File: config.mk
export PLATFORM = sky130hd
export DESIGN_NAME = sram_pdn_seq
export DESIGN_NICKNAME = d
export VERILOG_FILES = /design/src/rtl/sram_pdn_pkg.sv /design/src/rtl/sram_pdn_sync.sv /design/src/rtl/sram_pdn_cnt.sv /design/src/rtl/sram_pdn_seq.sv
export SDC_FILE = /design/constraint.sdc
export NUM_CORES = 1
export LEC_CHECK = 0
export BUFFER_PORTS_ARGS = -buffer_cell sky130_fd_sc_hd__buf_2
export CAP_MARGIN = 40
export CORE_MARGIN = 5
export CORE_UTILIZATION = 30
export CTS_BUF_LIST = sky130_fd_sc_hd__clkbuf_8
export CTS_CLUSTER_DIAMETER = 60
export DETAILED_ROUTE_END_ITERATION = 8
export GPL_TIMING_DRIVEN = 0
export SYNTH_ARGS = -nofsm -noshare
export SYNTH_HDL_FRONTEND = slang
export SYNTH_SLANG_ARGS = --single-unit
File: constraint.sdc
create_clock -name clk -period 3 [get_ports clk]
set_clock_uncertainty 0.2 [all_clocks]
set_input_delay 0.9 -clock clk [delete_from_list [all_inputs] [get_ports clk]]
set_output_delay 0.9 -clock clk [all_outputs]
set_load 0.05 [all_outputs]
File: src/rtl/sram_pdn_pkg.sv
package sram_pdn_pkg;
   typedef enum logic [1:0] {
      ST_IDLE = 2'd0,
      ST_GAP  = 2'd1,
      ST_POLL = 2'd2
   } seq_state_t;

   function automatic int cnt_width(input int limit);
      return (limit < 2) ? 1 : $clog2(limit + 1);
   endfunction
endpackage

File: src/rtl/sram_pdn_sync.sv
module sram_pdn_sync #(
   parameter int WIDTH  = 4,
   parameter int STAGES = 2
) (
   input  logic             clk,
   input  logic             rst_n,
   input  logic [WIDTH-1:0] d_i,
   output logic [WIDTH-1:0] q_o
);
   logic [WIDTH-1:0] stage_q [STAGES];

   generate
      if (STAGES < 2) begin : g_bad
         $error("sram_pdn_sync needs at least two stages");
      end
      for (genvar s = 0; s < STAGES; s++) begin : g_stage
         always_ff @(posedge clk or negedge rst_n) begin
            if (!rst_n)      stage_q[s] <= '0;
            else if (s == 0) stage_q[s] <= d_i;
            else             stage_q[s] <= stage_q[s-1];
         end
      end
   endgenerate

   assign q_o = stage_q[STAGES-1];
endmodule

File: src/rtl/sram_pdn_cnt.sv
module sram_pdn_cnt #(
   parameter int LIMIT = 4
) (
   input  logic clk,
   input  logic rst_n,
   input  logic clr_i,
   input  logic inc_i,
   output logic hit_o
);
   localparam int CW = sram_pdn_pkg::cnt_width(LIMIT);
   localparam logic [CW-1:0] LAST = CW'(LIMIT - 1);

   logic [CW-1:0] cnt_q;

   generate
      if (LIMIT < 1) begin : g_bad
         $error("sram_pdn_cnt LIMIT must be at least 1");
      end
   endgenerate

   assign hit_o = (cnt_q == LAST);

   always_ff @(posedge clk or negedge rst_n) begin
      if (!rst_n)     cnt_q <= '0;
      else if (clr_i) cnt_q <= '0;
      else if (inc_i) cnt_q <= hit_o ? '0 : cnt_q + 1'b1;
   end
endmodule

File: src/rtl/sram_pdn_seq.sv
module sram_pdn_seq #(
   parameter int ACK_W         = 4,
   parameter int POLL_CYC      = 2500,
   parameter int SETTLE_CYC    = 250,
   parameter int TIMEOUT_POLLS = 100000,
   parameter int SYNC_STAGES   = 2
) (
   input  logic             clk,
   input  logic             rst_n,
   input  logic             cmd_valid,
   input  logic             cmd_on,
   input  logic             cfg_inv,
   input  logic             cfg_iso,
   input  logic [ACK_W-1:0] ack_i,
   output logic [ACK_W-1:0] pdn_req_o,
   output logic             clk_iso_o,
   output logic             int_iso_n_o,
   output logic             busy_o,
   output logic             done_o,
   output logic             err_o
);
   import sram_pdn_pkg::*;

   generate
      if (ACK_W < 1) begin : g_bad_w
         $error("ACK_W must be at least 1");
      end
   endgenerate

   seq_state_t       state_q;
   logic             dir_on_q, inv_q, iso_q;
   logic [ACK_W-1:0] ack_s;
   logic             req_bit;
   logic             accept, ack_match;
   logic             settle_hit, poll_hit, tries_hit;
   logic             poll_tick, poll_miss;

   sram_pdn_sync #(.WIDTH(ACK_W), .STAGES(SYNC_STAGES)) u_sync (
      .clk(clk), .rst_n(rst_n), .d_i(ack_i), .q_o(ack_s)
   );

   sram_pdn_cnt #(.LIMIT(SETTLE_CYC)) u_settle (
      .clk(clk), .rst_n(rst_n),
      .clr_i(state_q != ST_GAP), .inc_i(state_q == ST_GAP), .hit_o(settle_hit)
   );

   sram_pdn_cnt #(.LIMIT(POLL_CYC)) u_poll (
      .clk(clk), .rst_n(rst_n),
      .clr_i(state_q != ST_POLL), .inc_i(state_q == ST_POLL), .hit_o(poll_hit)
   );

   sram_pdn_cnt #(.LIMIT(TIMEOUT_POLLS)) u_tries (
      .clk(clk), .rst_n(rst_n),
      .clr_i(state_q != ST_POLL), .inc_i(poll_miss), .hit_o(tries_hit)
   );

   // request level: 0 for power-up, 1 for power-down, swapped by polarity
   assign req_bit   = ~dir_on_q ^ inv_q;
   assign accept    = (state_q == ST_IDLE) && cmd_valid;
   assign ack_match = (ack_s == {ACK_W{req_bit}});
   assign poll_tick = (state_q == ST_POLL) && poll_hit;
   assign poll_miss = poll_tick && !ack_match;
   assign busy_o    = (state_q != ST_IDLE);

   always_ff @(posedge clk or negedge rst_n) begin
      if (!rst_n) begin
         state_q     <= ST_IDLE;
         dir_on_q    <= 1'b0;
         inv_q       <= 1'b0;
         iso_q       <= 1'b0;
         pdn_req_o   <= '1;
         clk_iso_o   <= 1'b1;
         int_iso_n_o <= 1'b0;
         done_o      <= 1'b0;
         err_o       <= 1'b0;
      end else begin
         done_o <= 1'b0;
         err_o  <= 1'b0;
         unique case (state_q)
            ST_IDLE: begin
               if (cmd_valid) begin
                  dir_on_q <= cmd_on;
                  inv_q    <= cfg_inv;
                  iso_q    <= cfg_iso;
                  if (!cmd_on && cfg_iso) begin
                     clk_iso_o <= 1'b1;
                     state_q   <= ST_GAP;
                  end else begin
                     pdn_req_o <= {ACK_W{~cmd_on ^ cfg_inv}};
                     state_q   <= ST_POLL;
                  end
               end
            end
            ST_GAP: begin
               if (settle_hit) begin
                  if (dir_on_q) begin
                     clk_iso_o <= 1'b0;
                     done_o    <= 1'b1;
                     state_q   <= ST_IDLE;
                  end else begin
                     int_iso_n_o <= 1'b0;
                     pdn_req_o   <= {ACK_W{req_bit}};
                     state_q     <= ST_POLL;
                  end
               end
            end
            ST_POLL: begin
               if (poll_tick) begin
                  if (ack_match) begin
                     if (dir_on_q && iso_q) begin
                        int_iso_n_o <= 1'b1;
                        state_q     <= ST_GAP;
                     end else begin
                        done_o  <= 1'b1;
                        state_q <= ST_IDLE;
                     end
                  end else if (tries_hit) begin
                     err_o   <= 1'b1;
                     state_q <= ST_IDLE;
                  end
               end
            end
            default: state_q <= ST_IDLE;
         endcase
      end
   end

   logic unused_accept;
   assign unused_accept = accept;
endmodule

; ---- After elaboration in Yosys (flattened, before gate mapping)
; Cells that the tools add are included.
[word_totals]
ff_bits = 58
word_cells = 101
latch_bits = 0
rom_bits = 0
in_bits = 10
ram_bits = 0
n_memories = 0
[op_classes]
mul = 0
eq_ne = 18
n_mux = 44
magnitude_cmp = 0
bitwise_logic = 4
reduce_logical = 18
div_mod_pow = 0
addsub = 3
shifts = 0
[ops]
columns = op, count
row1 = 17-bit 2-to-1 mux, 3
row2 = 12-bit 2-to-1 mux, 3
row3 = 8-bit 2-to-1 mux, 3
row4 = 1-bit 2-to-1 mux, 19
row5 = "2-bit != test, second input constant", 9
row6 = "17-bit by 1-bit adder with 17-bit output, second input constant", 1
row7 = "17-bit equality test, second input constant", 1
row8 = 4-bit 2-to-1 mux, 4
row9 = 2-bit 2-to-1 mux, 7
row10 = "12-bit by 1-bit adder with 12-bit output, second input constant", 1
row11 = "12-bit equality test, second input constant", 1
row12 = 2-bit nonzero test, 6
row13 = 5-bit AND reduction, 2
row14 = "8-bit by 1-bit adder with 8-bit output, second input constant", 1
row15 = "8-bit equality test, second input constant", 1
row16 = 4-bit one-hot mux with 2 select lines, 1
row17 = 1-bit one-hot mux with 2 select lines, 3
row18 = 2-bit one-hot mux with 3 select lines, 1
row19 = 6-bit AND reduction, 1
row20 = 4-bit equality test, 1
row21 = 1-bit logical AND, 4
row22 = "2-bit by 1-bit != test with 1-bit output, second input constant", 2
row23 = 4-bit AND reduction, 1
row24 = "3-bit by 2-bit != test with 1-bit output, second input constant", 1
row25 = 7 further kinds, 10

; ---- Longest topological paths before layout
[logic_depth]
word_depth = 7
mapped_depth = 8

; ---- Modules after synthesis
; A second synthesis with hierarchy kept.
[unflattened]
cells_unflattened = 303
area_unflattened_um2 = 3105.5
[by_module_without_submodules]
columns = module, seq_area_each_um2, n_inst, area_each_um2, cells_each
row1 = sram_pdn_cnt (u_tries), 425.4, 1, 1014.7, 99
row2 = sram_pdn_cnt (u_poll), 300.3, 1, 690.7, 72
row3 = sram_pdn_seq, 252.7, 1, 668.1, 64
row4 = sram_pdn_cnt (u_settle), 200.2, 1, 501.7, 56
row5 = sram_pdn_sync, 200.2, 1, 230.2, 12

; ---- Worst setup path before layout
; Ideal clock, no wire load.
[synth_timing]
path_kind = reg-to-reg
from = register u_poll.cnt_q[0]
to = register u_tries.cnt_q[15]
path_stages_with_launch = 8
setup_slack_ns = 0.729
period_less_slack_ns = 2.271
t_arrival_ns = 2.002
n_path_buf = 1
path_cell_list = dfrtp_1 > ha_1 > nor4b_1 > nand4_1 > or4_4 > buf_6 > or3_1 > nand3_1
[synth_via]
elab_chain_len = 4
[synth_lines]
columns = element, line_no
row1 = from (decl), sram_pdn_cnt.sv:13  ; logic [CW-1:0] cnt_q;
row2 = from (signal assigned), sram_pdn_cnt.sv:26  ; else if (inc_i) cnt_q <= hit_o ? '0 : cnt_q + 1'b1;
row3 = 12-bit equality test, sram_pdn_cnt.sv:21  ; assign hit_o = (cnt_q == LAST);
row4 = 1-bit logical AND, sram_pdn_seq.sv:61  ; assign poll_tick = (state_q == ST_POLL) && poll_hit;
row5 = 1-bit logical AND, sram_pdn_seq.sv:62  ; assign poll_miss = poll_tick && !ack_match;
row6 = 2-bit nonzero test (no source line), --
row7 = to (signal assigned), sram_pdn_cnt.sv:26
row8 = to (decl), sram_pdn_cnt.sv:13
; No other way between the ends.
; A chain may end at the register's enable or synchronous reset.

; ---- Worst setup path in the final report
[layout_timing]
from = register state_q[0]
to = output port busy_o
[layout_via]
elab_chain_len = 1
[layout_lines]
columns = element, line_no
row1 = from (decl), sram_pdn_seq.sv:30  ; seq_state_t state_q;
row2 = from (signal assigned), sram_pdn_seq.sv:67  ; state_q <= ST_IDLE;
row3 = from (signal assigned), sram_pdn_seq.sv:87  ; state_q <= ST_GAP;
row4 = from (signal assigned), sram_pdn_seq.sv:90  ; state_q <= ST_POLL;
row5 = 2-bit nonzero test, sram_pdn_seq.sv:63  ; assign busy_o = (state_q != ST_IDLE);
row6 = to (decl), sram_pdn_seq.sv:18  ; output logic busy_o,
; No other way between the ends.

==> qor.txt <==
Status -> completed
I/O Pins -> 19
Routed len/inst -> 13.2 µm
Gate power share -> 0.293
Post-route ant nets -> 0
Clk pwr share -> 0.262
1st-pass router iterations -> 4
HP Class -> flop to flop
Worst-Margin Slew -> 0.626 ns
# DRC -> 0
Sequential cell area -> 1380 µm²
Max Fclk -> 0.395 GHz
Total CTS buffers -> 5
Die Ht -> 105 µm
Slew headroom -> 0.580
Layout area overhead -> 13.6%
Critical Path Sink Type -> output port
# hold bufs at CTS -> 0
Footprint of the multi-input gates -> 1240 µm²
Startpoint types -> flop
Pin count of the biggest net entering global routing -> 30
Number of synthesized flops with an enable pin -> 0
Seq/Total Area, Yosys -> 0.508
Die ar. -> 11,000 µm²
Post-synthesis compound-gate area fraction -> 0.0890
CTS sink count -> 55
Post-CTS Setup Repair Bufs -> 0
# resized after CTS -> 0
WP data arrival -> 1.43 ns
Core Area -> 8760 µm²
# rows -> 34
GPL Wtd Cong -> 0.775
Die Wd -> 105 µm
Main synth FF type -> dfrtp_1
Gr ovfl total -> 0
Initial antenna violation count -> 0
Worst-Skew Late Latency -> 0.31 ns
Routed wire length -> 5.37 mm
Sequential Power Share -> 0.444
NetSw -> 701 µW
Power density cells -> 638 nW/µm²
Syn Std Cell Area -> 2710 µm²
Leakage -> 1.27 nW
Synthesis Warnings -> 0
RSZ-0062 raised after global routing -> no
Max Cap Viol -> 0
Vias in the first global route -> 2,016
Max FO, Critical Path -> 5
Total GRT Usage -> 0.105
Final #Nets -> 317
CTS Buffer Depth -> 2
Cell count after synthesis -> 272
CTS tree -> done
Min Tclk post-route -> 2.53 ns
Diode count -> 0
HPWL after DPL -> 3.95 mm
H-tree depth -> 2
Post-layout util -> 0.352
First-pass GRT wire length -> 9.73 mm
Setup_tns -> 0 ns
Worst-path clk slew -> 0.10 ns
DRT iter0 DRCs -> 68
Layout cells sized above 1 -> 0.150
CP Data Required Time -> 1.90 ns
Initial Utilization -> 0.310
Mean Syn Cell Area -> 9.98 µm²
Internal power -> 1.26 mW
Vias per cell -> 4.99
Sw frac -> 0.357
# setup viols final -> 0
Syn_nets -> 290
Seq cells post-synth -> 55
Yosys cell types -> 46
Xor-xnor portion of the synthesized cell area -> 0.0613
Vias -> 2,034
Mux contribution to synthesized area -> 0.0286
Async S/R FF share, synth -> 1.00
Synth Area in Adders -> 0.0369
Peak supply drop -> 0.277 mV
Fill count -> 885
Period utilization -> 0.844
Post-synthesis simple-gate area fraction -> 0.241
Clk root buf -> clkbuf_8
I/O Buffers -> 18
Largest family of logic cells by synthesized area -> simple AND/OR/NAND/NOR gates
CP Class -> flop to output port
Final Max Tran Viols -> 0
Final Hold Vio Count -> 0
[layout make-up]
type                       instances  area share
inverter                          10      0.0122
multi-input combinational        197       0.402
timing repair buffer              20      0.0373
clock buffer                       5      0.0223
tap                              108      0.0438
sequential                        55       0.447
buffer                            10      0.0191
clock inverter                     3      0.0162
[per-stage QoR]
step | instances | cell area, µm² | hold slack [ns] | setup WS (ns) | power, mW
after global placement | 398 | 2940 | 0.138 | 0.269 | 1.46
after global routing | 408 | 3080 | 0.167 | 0.272 | 2.09
after CTS | 408 | 3080 | 0.162 | 0.453 | 1.99
after detailed placement | 400 | 2960 | 0.136 | 0.506 | 1.47
after floorplan | 272 | 2710 | 0.131 | 0.729 | 1.32
final | 408 | 3080 | 0.157 | 0.469 | 1.97
[cells in the final DEF (no fill, tap or decap), types with 5 or more instances in the layout]
cell and n:
buf_2 21, nand3_1 19, dfrtp_1 53, xnor2_1 11
mux2_2 6, nor2_1 29, xor2_1 8, a21oi_1 10
nand4_1 11, nor3_1 7, o21ai_0 13, inv_1 10
ha_1 8, clkbuf_8 5, or3_1 10, nand2_1 23
[worst max-delay path, stage by stage, from the launching register on]
cell     delay, ns
dfrtp_1       0.41
inv_1         0.08
ha_1          0.26
inv_1         0.11
buf_2         0.26
[sequential cells by signal, summed over array words and instances, names as in the netlist, 2 cells and up]
name and cells:
u_sync.stage_q 4, u_settle.cnt_q 8, u_sync.q_o 4, u_poll.cnt_q 12, u_tries.cnt_q 17, state_q 2
[power by group through the flow]
stage               Sequential [mW]  Combinational, mW  Clock (mW)
floorplan                     0.896              0.420           0
global placement              0.887              0.570           0
detailed placement            0.889              0.582           0
CTS                           0.874              0.585       0.536
global route                  0.887              0.639       0.560
finish                        0.874              0.577       0.516
[cell usage after synthesis, drive strengths merged, types with 4 or more instances]
| cell | n | area [µm²] |
|---|---|---|
| buf | 6 | 43.8 |
| xnor2 | 11 | 96.3 |
| o21ai | 14 | 70.1 |
| nor3 | 7 | 35.0 |
| or3 | 10 | 62.6 |
| a21oi | 10 | 50.1 |
| dfrtp | 53 | 1330 |
| xor2 | 8 | 70.1 |
| ha | 8 | 100 |
| inv | 10 | 37.5 |
| clkbuf | 4 | 15.0 |
| nand2 | 23 | 86.3 |
| nand3 | 19 | 95.1 |
| mux2 | 6 | 67.6 |
| nor2 | 29 | 109 |
| nand4 | 11 | 68.8 |
[logic make-up (layout without fill, tap and decap cells)]
family | count (synthesis) | in the layout
adder cells (fa/ha/maj) | 8 | 8
AND/OR/NAND/NOR | 124 | 124
flip-flops | 55 | 55
buffers and inverters | 20 | 48
XOR/XNOR | 19 | 19
multiplexers | 7 | 7
AO/OA/AOI/OAI | 39 | 39
[worst paths after layout]
kind	startpoint	end	slack, ns	depth (start not counted)
worst max register to register	state_q[0]$_DFFE_PN0P_	state_q[1]$_DFFE_PN0P_	0.48	6
worst max-delay path	state_q[0]$_DFFE_PN0P_	busy_o	0.47	4
worst min register to register	u_sync.stage_q[4]$_DFF_PN0_	u_sync.q_o[0]$_DFF_PN0_	0.16	0
worst min-delay path	u_sync.stage_q[4]$_DFF_PN0_	u_sync.q_o[0]$_DFF_PN0_	0.16	0
max in group asynchronous	rst_n	u_tries.cnt_q[2]$_DFFE_PN0P_	1.65	2
min in group asynchronous	rst_n	u_poll.cnt_q[6]$_DFF_PN0_	0.39	1
[layer usage]
metal	vias up	GRT usage	routed length [µm]
met5	-	0	0
met1	986	0.140	2540
met3	5	0.0222	134
met2	24	0.171	2620
li1	1019	-	-
met4	0	0.0301	72
No activity file was read; power rests on OpenSTA's default activity.
